File: src/rtl/ewc_pkg.sv
// Package: shared types for the elastic word chain.
// Assumes: nothing beyond IEEE 1800-2017.
package ewc_pkg;

    // What a single stage does at the coming clock edge.
    typedef enum logic [1:0] {
        ACT_HOLD  = 2'd0,   // keep current content
        ACT_PLACE = 2'd1,   // take the pending input word
        ACT_SHIFT = 2'd2,   // take the word from the stage behind
        ACT_LEAVE = 2'd3    // hand the word forward / out, become empty
    } stage_act_e;

endpackage

File: src/rtl/ewc_intake.sv
// Module: ewc_intake
// Holds one pending input word for a single cycle and raises ready when
// the chain is sure to have room for it at the next edge.
// Assumes: the locator always finds a slot for a pending word whenever the
// tail stage is empty, so the pending register drains every cycle.
module ewc_intake #(
    parameter int WORD_W = 6
) (
    input  logic              clk,
    input  logic              rst_n,
    input  logic              wr_en,
    input  logic [WORD_W-1:0] wr_data,
    input  logic              tail_vld,
    input  logic              near_tail_vld,
    output logic              ready,
    output logic              pend_vld,
    output logic [WORD_W-1:0] pend_data
);

    logic accept;

    // Ready: tail free, and the pending word will not occupy the tail.
    always_comb begin
        ready  = !tail_vld && !(pend_vld && near_tail_vld);
        accept = wr_en && ready;
    end

    // Pending register: load on an accepted write, otherwise empty.
    always_ff @(posedge clk) begin
        if (!rst_n) begin
            pend_vld  <= 1'b0;
            pend_data <= '0;
        end else begin
            pend_vld <= accept;
            if (accept) begin
                pend_data <= wr_data;
            end
        end
    end

endmodule

File: src/rtl/ewc_fill_locator.sv
// Module: ewc_fill_locator
// Finds the stage just behind the youngest stored word: the lowest stage
// with every stage from it up to the tail empty. Output is one-hot or zero.
// Assumes: occupancy already reflects a head removal in this cycle.
module ewc_fill_locator #(
    parameter int DEPTH = 48
) (
    input  logic [DEPTH-1:0] occ,
    input  logic             req,
    output logic [DEPTH-1:0] hit
);

    logic [DEPTH:0] clear_up;

    assign clear_up[DEPTH] = 1'b1;

    for (genvar k = DEPTH - 1; k >= 0; k--) begin : g_scan
        // Suffix chain: stage k and everything above it is empty.
        assign clear_up[k] = clear_up[k+1] && !occ[k];
        if (k == 0) begin : g_head
            assign hit[k] = req && clear_up[k];
        end else begin : g_body
            assign hit[k] = req && clear_up[k] && occ[k-1];
        end
    end

endmodule

File: src/rtl/ewc_stage.sv
// Module: ewc_stage
// One storage stage: a word plus a valid bit. An empty stage pulls the
// word from behind; a full stage leaves when the stage ahead is free.
// Assumes: place_hit only when this stage and all stages behind are empty.
module ewc_stage
    import ewc_pkg::*;
#(
    parameter int WORD_W = 6
) (
    input  logic              clk,
    input  logic              rst_n,
    input  logic              lower_free,
    input  logic              upper_vld,
    input  logic [WORD_W-1:0] upper_data,
    input  logic              place_hit,
    input  logic [WORD_W-1:0] place_data,
    output logic              vld,
    output logic [WORD_W-1:0] data
);

    stage_act_e act;

    // Action select: placement first, then pull-forward, then hand-off.
    always_comb begin
        act = ACT_HOLD;
        if (place_hit) begin
            act = ACT_PLACE;
        end else if (!vld && upper_vld) begin
            act = ACT_SHIFT;
        end else if (vld && lower_free) begin
            act = ACT_LEAVE;
        end
    end

    // Stage register update.
    always_ff @(posedge clk) begin
        if (!rst_n) begin
            vld  <= 1'b0;
            data <= '0;
        end else begin
            case (act)
                ACT_PLACE: begin
                    vld  <= 1'b1;
                    data <= place_data;
                end
                ACT_SHIFT: begin
                    vld  <= 1'b1;
                    data <= upper_data;
                end
                ACT_LEAVE: vld <= 1'b0;
                default:   ;
            endcase
        end
    end

    AST_VACANCY_STEP: assert property (@(posedge clk) disable iff (!rst_n)
        (vld && lower_free && !place_hit) |=> !vld);

    AST_WORD_HELD: assert property (@(posedge clk) disable iff (!rst_n)
        (vld && !lower_free) |=> (vld && $stable(data)));

endmodule

File: src/rtl/elastic_word_chain.sv
// Module: elastic_word_chain (top)
// Deep queue of words: an input register, a locator that drops the pending
// word behind the youngest stored word, and a chain of stages in which a
// vacancy at the head climbs one stage per clock.
// Assumes: DEPTH >= 3; take is ignored when the head is empty.
module elastic_word_chain #(
    parameter int WORD_W = 6,
    parameter int DEPTH  = 48
) (
    input  logic              clk,
    input  logic              rst_n,
    input  logic              wr_en,
    input  logic [WORD_W-1:0] wr_data,
    output logic              ready,
    input  logic              take,
    output logic              head_valid,
    output logic [WORD_W-1:0] head_data
);

    localparam int TAIL = DEPTH - 1;

    logic [DEPTH-1:0]  vld;
    logic [WORD_W-1:0] data [DEPTH];
    logic [DEPTH-1:0]  occ_eff;
    logic [DEPTH-1:0]  hit;
    logic              pend_vld;
    logic [WORD_W-1:0] pend_data;
    logic              take_eff;

    // Head removal and occupancy as seen by the locator.
    always_comb begin
        take_eff = take && vld[0];
        occ_eff  = vld;
        occ_eff[0] = vld[0] && !take;
    end

    ewc_intake #(.WORD_W(WORD_W)) u_intake (
        .clk           (clk),
        .rst_n         (rst_n),
        .wr_en         (wr_en),
        .wr_data       (wr_data),
        .tail_vld      (vld[TAIL]),
        .near_tail_vld (vld[TAIL-1]),
        .ready         (ready),
        .pend_vld      (pend_vld),
        .pend_data     (pend_data)
    );

    ewc_fill_locator #(.DEPTH(DEPTH)) u_locator (
        .occ (occ_eff),
        .req (pend_vld),
        .hit (hit)
    );

    for (genvar i = 0; i < DEPTH; i++) begin : g_stage
        logic              lower_free_i;
        logic              upper_vld_i;
        logic [WORD_W-1:0] upper_data_i;

        if (i == 0) begin : g_head
            assign lower_free_i = take_eff;
        end else begin : g_inner
            assign lower_free_i = !vld[i-1];
        end

        if (i == TAIL) begin : g_tail
            assign upper_vld_i  = 1'b0;
            assign upper_data_i = '0;
        end else begin : g_link
            assign upper_vld_i  = vld[i+1];
            assign upper_data_i = data[i+1];
        end

        ewc_stage #(.WORD_W(WORD_W)) u_stage (
            .clk        (clk),
            .rst_n      (rst_n),
            .lower_free (lower_free_i),
            .upper_vld  (upper_vld_i),
            .upper_data (upper_data_i),
            .place_hit  (hit[i]),
            .place_data (pend_data),
            .vld        (vld[i]),
            .data       (data[i])
        );
    end

    // Head view, forced to zero when empty.
    always_comb begin
        head_valid = vld[0];
        head_data  = vld[0] ? data[0] : '0;
    end

    AST_PENDING_LANDS: assert property (@(posedge clk) disable iff (!rst_n)
        pend_vld |-> (|hit));

    AST_FULL_NOT_READY: assert property (@(posedge clk) disable iff (!rst_n)
        (&vld) |-> !ready);

    AST_HEAD_KEPT: assert property (@(posedge clk) disable iff (!rst_n)
        (head_valid && !take) |=> (head_valid && $stable(head_data)));

endmodule

File: config.mk
export PLATFORM = sky130hd
export DESIGN_NAME = elastic_word_chain
export DESIGN_NICKNAME = d
export VERILOG_FILES = /design/src/rtl/ewc_pkg.sv /design/src/rtl/ewc_intake.sv /design/src/rtl/ewc_fill_locator.sv /design/src/rtl/ewc_stage.sv /design/src/rtl/elastic_word_chain.sv
export SDC_FILE = /design/constraint.sdc
export NUM_CORES = 1
export LEC_CHECK = 0
export BUFFER_PORTS_ARGS = -buffer_cell sky130_fd_sc_hd__buf_2
export CORE_ASPECT_RATIO = 0.5
export CORE_MARGIN = 10
export CORE_UTILIZATION = 35
export DETAILED_ROUTE_END_ITERATION = 16
export PLACE_DENSITY = 0.52
export SLEW_MARGIN = 10
export SYNTH_ARGS = -nofsm -noshare
export SYNTH_HDL_FRONTEND = slang
export SYNTH_HIERARCHICAL = 1
export SYNTH_SLANG_ARGS = --single-unit
File: constraint.sdc
create_clock -name clk -period 3.15 [get_ports clk]
set_input_delay 0.1575 -clock clk [delete_from_list [all_inputs] [get_ports clk]]
set_output_delay 0.1575 -clock clk [all_outputs]
set_load 0.03 [all_outputs]
## Word-level counts from Yosys, hierarchy flattened

Index checks and enable logic that the tools add are counted.

- Multiplexer cells: 240
- Equality and inequality tests: 144
- Reductions and logical operators: 390

Operator list:

| operator | count |
|---|---|
| $pmux 6 s2 | 48 |
| $mux 2 | 143 |
| $logic_and 1x1->1 | 195 |
| $eq 2x2->1 const B | 96 |
| $reduce_bool 2->1 | 96 |
| $eq 2x1->1 const B | 48 |
| $pmux 1 s2 | 48 |
| $reduce_or 2->1 | 48 |
| $logic_not 1->1 | 51 |
| $mux 6 | 1 |

- Register bits: 343
- Output and inout port bits: 8

## Longest topological paths before layout

- Depth in word-level cells: 53
- Mapped depth: 10
- Gate-level depth less buffers: 9

## Cells and area by module

Netlist, hierarchy kept.

By module, submodules not included:

| module | instances | cells each | area each (um^2) |
|---|---|---|---|
| ewc_stage | 48 | 35 | 337.8 |
| ewc_fill_locator | 1 | 108 | 730.7 |
| ewc_intake | 1 | 30 | 286.5 |
| elastic_word_chain | 1 | 56 | 241.5 |

## Worst setup path after synthesis

OpenSTA, ideal clock, no wires.

- Path type: register to register
- From: reg g_stage[47].u_stage.vld
- To: reg g_stage[20].u_stage.data[2]
- Cell stages (with the launch flop): 11
- Path slack: -0.006 ns
- Data arrival time: 3.026 ns
- Cells stage by stage: dfxtp_1 nor4b_1 and3_1 nand2_1 buf_4 nor4_1 or2_2 ha_1 clkbuf_1 o21ai_0 a21oi_1

- Word-level cells in the longest chain between the ends: 33

Ends and longest elaborated chain:

| element | RTL line | text |
|---|---|---|
| from (decl) | ewc_stage.sv:17 | `output logic vld,` |
| from (signal assigned) | ewc_stage.sv:38 | `vld <= 1'b0;` |
| from (signal assigned) | ewc_stage.sv:43 | `vld <= 1'b1;` |
| from (signal assigned) | ewc_stage.sv:47 | `vld <= 1'b1;` |
| $logic_not 1->1 * | n/a |  |
| $logic_and 1x1->1 * (27 in series) | ewc_fill_locator.sv:19 | `assign clear_up[k] = clear_up[k+1] && !occ[k];` |
| $logic_and 1x1->1 * (2 in series) | ewc_fill_locator.sv:23 | `assign hit[k] = req && clear_up[k] && occ[k-1];` |
| via hit[20] | elastic_word_chain.sv:25 | `logic [DEPTH-1:0] hit;` |
| $mux 2 * | ewc_stage.sv:26 | `if (place_hit) begin` |
| $eq 2x2->1 / $eq 2x1->1 (equally long branches) | ewc_stage.sv:41 | `case (act)` |
| $pmux 6 s2 / $reduce_bool 2->1 (equally long branches) | n/a |  |
| to (signal assigned) | ewc_stage.sv:44 | `data <= place_data;` |
| to (signal assigned) | ewc_stage.sv:48 | `data <= upper_data;` |
| to (decl) | ewc_stage.sv:18 | `output logic [WORD_W-1:0] data` |

Mark *: on every way through the listed nets, which the timed path passes. The rest lies on a longest branch.
A chain may end at the register's enable or synchronous reset.

## Worst setup path after layout

- From: reg g_stage[30].u_stage.vld
- To: reg g_stage[0].u_stage.data[1]

- Word-level cells in the longest chain between the ends: 36

Ends and longest elaborated chain:

| element | RTL line | text |
|---|---|---|
| from (decl) | ewc_stage.sv:17 |  |
| from (signal assigned) | ewc_stage.sv:38 |  |
| from (signal assigned) | ewc_stage.sv:43 |  |
| from (signal assigned) | ewc_stage.sv:47 |  |
| $logic_not 1->1 * | ewc_fill_locator.sv:19 |  |
| $logic_and 1x1->1 * (31 in series) | ewc_fill_locator.sv:19 |  |
| $logic_and 1x1->1 * | ewc_fill_locator.sv:21 | `assign hit[k] = req && clear_up[k];` |
| via hit[0] | elastic_word_chain.sv:25 |  |
| $mux 2 * | ewc_stage.sv:26 |  |
| $eq 2x2->1 / $eq 2x1->1 (equally long branches) | ewc_stage.sv:41 |  |
| $pmux 6 s2 / $reduce_bool 2->1 (equally long branches) | n/a |  |
| to (signal assigned) | ewc_stage.sv:44 |  |
| to (signal assigned) | ewc_stage.sv:48 |  |
| to (decl) | ewc_stage.sv:18 |  |

Marks and branches as above.

==> results.py <==
metrics = {
    "finish": {
        "final_util": 0.411,
        "layout_common_cells": "384 x a21oi_1, 342 x mux2i_1, 337 x dfxtp_1, 336 x o21ai_0, 100 x inv_1",
        "nFillCells": 4870,
        "multi_input_area_um2": 10100,
        "layout-drive-gt1-share": 0.149,
        "seqCellArea_um2": 6870,
        "stdcell_count": 2646,
        "diodes": 0,
        "layout-area-overhead-vs-synth_pct": 15.1,
        "layout_commonest_cell": "a21oi_1",
        "layout.nets": 2031,
    },
    "worst_setup_path": {
        "critPathTopFamily": "simple AND/OR/NAND/NOR gates",
        "endpoint_kind": "register",
        "cp-start-kind": "register",
        "slowest_delay_ns": 0.57,
        "required_ns": 3.57,
        "crit_top_cell": "or4_4",
        "crit_type": "register to register",
        "crit_chain": "or4_4 > or4_4 > nand4bb_1 > buf_4 > nor3_4 > or2_2 > ha_2 > o21ai_0 > a21oi_1",
        "reg2reg_slack_ns": 0.14,
        "crit_fanout": 12,
        "cp.arrival_ns": 3.43,
        "crit_slowest_cell": "or4_4",
        "crit_buf_inv": 1,
    },
    "logic_synthesis": {
        "yosysWarningCount": 6,
        "yosys.area.top_type": "dfxtp_1",
        "avgSynthCellArea_um2": 9.32,
        "ys_types": 42,
        "yosysTopAreaCellShare": 0.393,
        "synth_edf_count": 0,
        "synth_seq_cells": 343,
        "async_reset_ff_frac": 0,
        "synth_flop_cell": "dfxtp_1",
        "ys_seq_area_frac": 0.393,
        "syn_inst": 1874,
        "syn-cell-area_um2": 17500,
        "synth_area_leaders": "dfxtp_1 39%, mux2i_1 20%, a21oi_1 11%",
    },
    "timing": {
        "skew_ns": 0.0209,
        "min_period_ns": 3.01,
        "fin_crit_sh": 0.955,
        "finalMaxSlewViolations": 0,
        "timing_worst_slew_pin_value_ns": 0.919,
        "slew_headroom": 0.388,
        "setup_violations": 0,
        "fmax_mhz": 332,
        "setup_ws_ns": 0.141,
        "hold-worst-slack_ns": 0.221,
        "hold_viol_final": 0,
    },
    "power_and_ir_drop": {
        "power_density_nw_per_um2": 1110,
        "seq_power_share": 0.307,
        "total_power_mw": 22.4,
        "combPwrFrac": 0.510,
        "sw_frac_of_total": 0.406,
        "clkPwrFrac": 0.183,
        "p_leak_nw": 7.44,
        "p_sw_mw": 9.10,
        "irDropWorstVdd_v": 0.000353,
        "internal_power_mw": 13.3,
    },
    "place": {
        "place_congestion": 0.712,
        "dp_cells": 2577,
        "place_hpwl_um": 25300,
        "pre_cts_slack_ns": 0.0317,
        "io_buffers": 17,
    },
    "route": {
        "drc": 0,
        "drtAntennaViolNets": 0,
        "via_per_inst": 5.07,
        "dr.pass1.iters": 5,
        "first_iter_violations": 650,
        "wl_per_cell_um": 15.0,
        "routed_wl_um": 39700,
        "via_count": 13400,
    },
    "clocking": {
        "clock_sinks": 343,
        "insertion_delay_ns": 0.54,
        "root_buffer": "clkbuf_16",
        "cts_buffer_depth": 3,
        "htree_levels": 2,
        "cts_tree": "done",
        "cts_made_buffers": 36,
        "path_clk_slew_ns": 0.06,
    },
    "global_route": {
        "grt_pass1_wl_um": 66000,
        "overflow": 0,
        "grtUsageTotal": 0.129,
        "grt_pass1_vias": 13000,
        "grt_max_degree": 105,
        "antenna_found_initial": 0,
    },
    "die": {
        "core_um2": 48900,
        "start_util": 0.357,
        "die_w_um": 336,
        "die_h_um": 178,
        "die_area_um2": 59800,
        "io_pins": 18,
        "placementRows": 57,
    },
    "outcome": {
        "run_status": "finished clean",
    },
    "min_path": {
        "worstHoldPathType": "input pin to register",
    },
    "run": {
        "maxCapViolCount": 0,
    },
}
[repair_timing]
item / in CTS / in global routing
gates resized for setup: 0 / 16
endpoints found under the setup margin: 0 / 53
hold buffers: 7 / 0
buffers inserted: 0 / 0
endpoints found under the hold margin: 7 / 0
[logic make-up after synthesis]
kind of cell / Yosys count / synth area share
other: 1 / 0.000215
AOI/OAI and AO/OA: 721 / 0.207
DFF: 343 / 0.393
adders and majority gates: 48 / 0.0344
and+or+nand+nor: 265 / 0.136
buffers and inverters: 154 / 0.0343
muxes: 342 / 0.196
[metal layers]
layer,wire (µm),vias up,track usage,part of all wire
met3,893,42,0.0191,0.022
met2,17700,82,0.212,0.45
met5,0,-,0,0
met1,20500,6218,0.178,0.52
li1,-,7073,-,-
met4,561,0,0.0290,0.014
[Yosys cell counts, types with 2 or more instances]
cell type,n
and2_1,4
nand2_1,17
nor3b_1,52
ha_1,48
a21oi_1,384
inv_1,100
nor4b_1,2
or4_4,2
nand4b_1,2
and2_2,8
nor4_1,9
and4b_1,6
and3_1,12
buf_6,2
nor3_1,6
and4_1,3
mux2i_1,342
buf_2,2
nor3b_4,48
nand3_1,5
or4_1,3
dfxtp_1,343
nand3b_1,3
or2_2,48
nor3_2,8
clkbuf_1,49
and3b_1,3
nor2_1,14
o21ai_0,336
[final cells by class]
cell class                 instances  share of cell area
clock buffer                      48              0.0516
timing repair buffer             108              0.0414
multi-input combinational       1384               0.502
inverter                         100              0.0187
sequential                       343               0.342
tap                              649              0.0404
clock inverter                    14             0.00429
[worst min-delay path: stages]
cell and delay, ns:
buf_2 0.10, and2_2 0.16, nor3b_1 0.20, a21oi_1 0.09
[power by group through the flow]
stage | clock (mW) | sequential (mW) | combinational, mW
after floorplan | 0 | 7.18 | 8.58
after global placement | 0 | 6.98 | 11.2
after detailed placement | 0 | 6.98 | 11.3
after CTS | 4.26 | 6.90 | 11.4
after global routing | 4.42 | 7.08 | 13.0
final | 4.11 | 6.88 | 11.4
[final timing paths]
check | from | endpoint | depth (start not counted)
max | g_stage[30].u_stage/vld | g_stage[0].u_stage/data[1] | 9
min | take | g_stage[0].u_stage/vld | 4
max reg2reg | g_stage[30].u_stage/vld | g_stage[0].u_stage/data[1] | 9
min reg2reg | g_stage[38].u_stage/data[1] | g_stage[38].u_stage/data[1] | 2
[state kept, by name, indices dropped and copies added (netlist names)]
register / flops
g_stage.u_stage/data: 288
g_stage.u_stage/vld: 48
u_intake/pend_data: 6
u_intake/pend_vld: 1
[per-stage QoR]
step                       TNS, ns  instance area (µm²)
final                            0                20100
after global routing      -0.00599                20100
after CTS                        0                20100
after detailed placement         0                18900
after global placement           0                18900
after floorplan            -0.0108                17500
(Power assumes the default switching activity.)
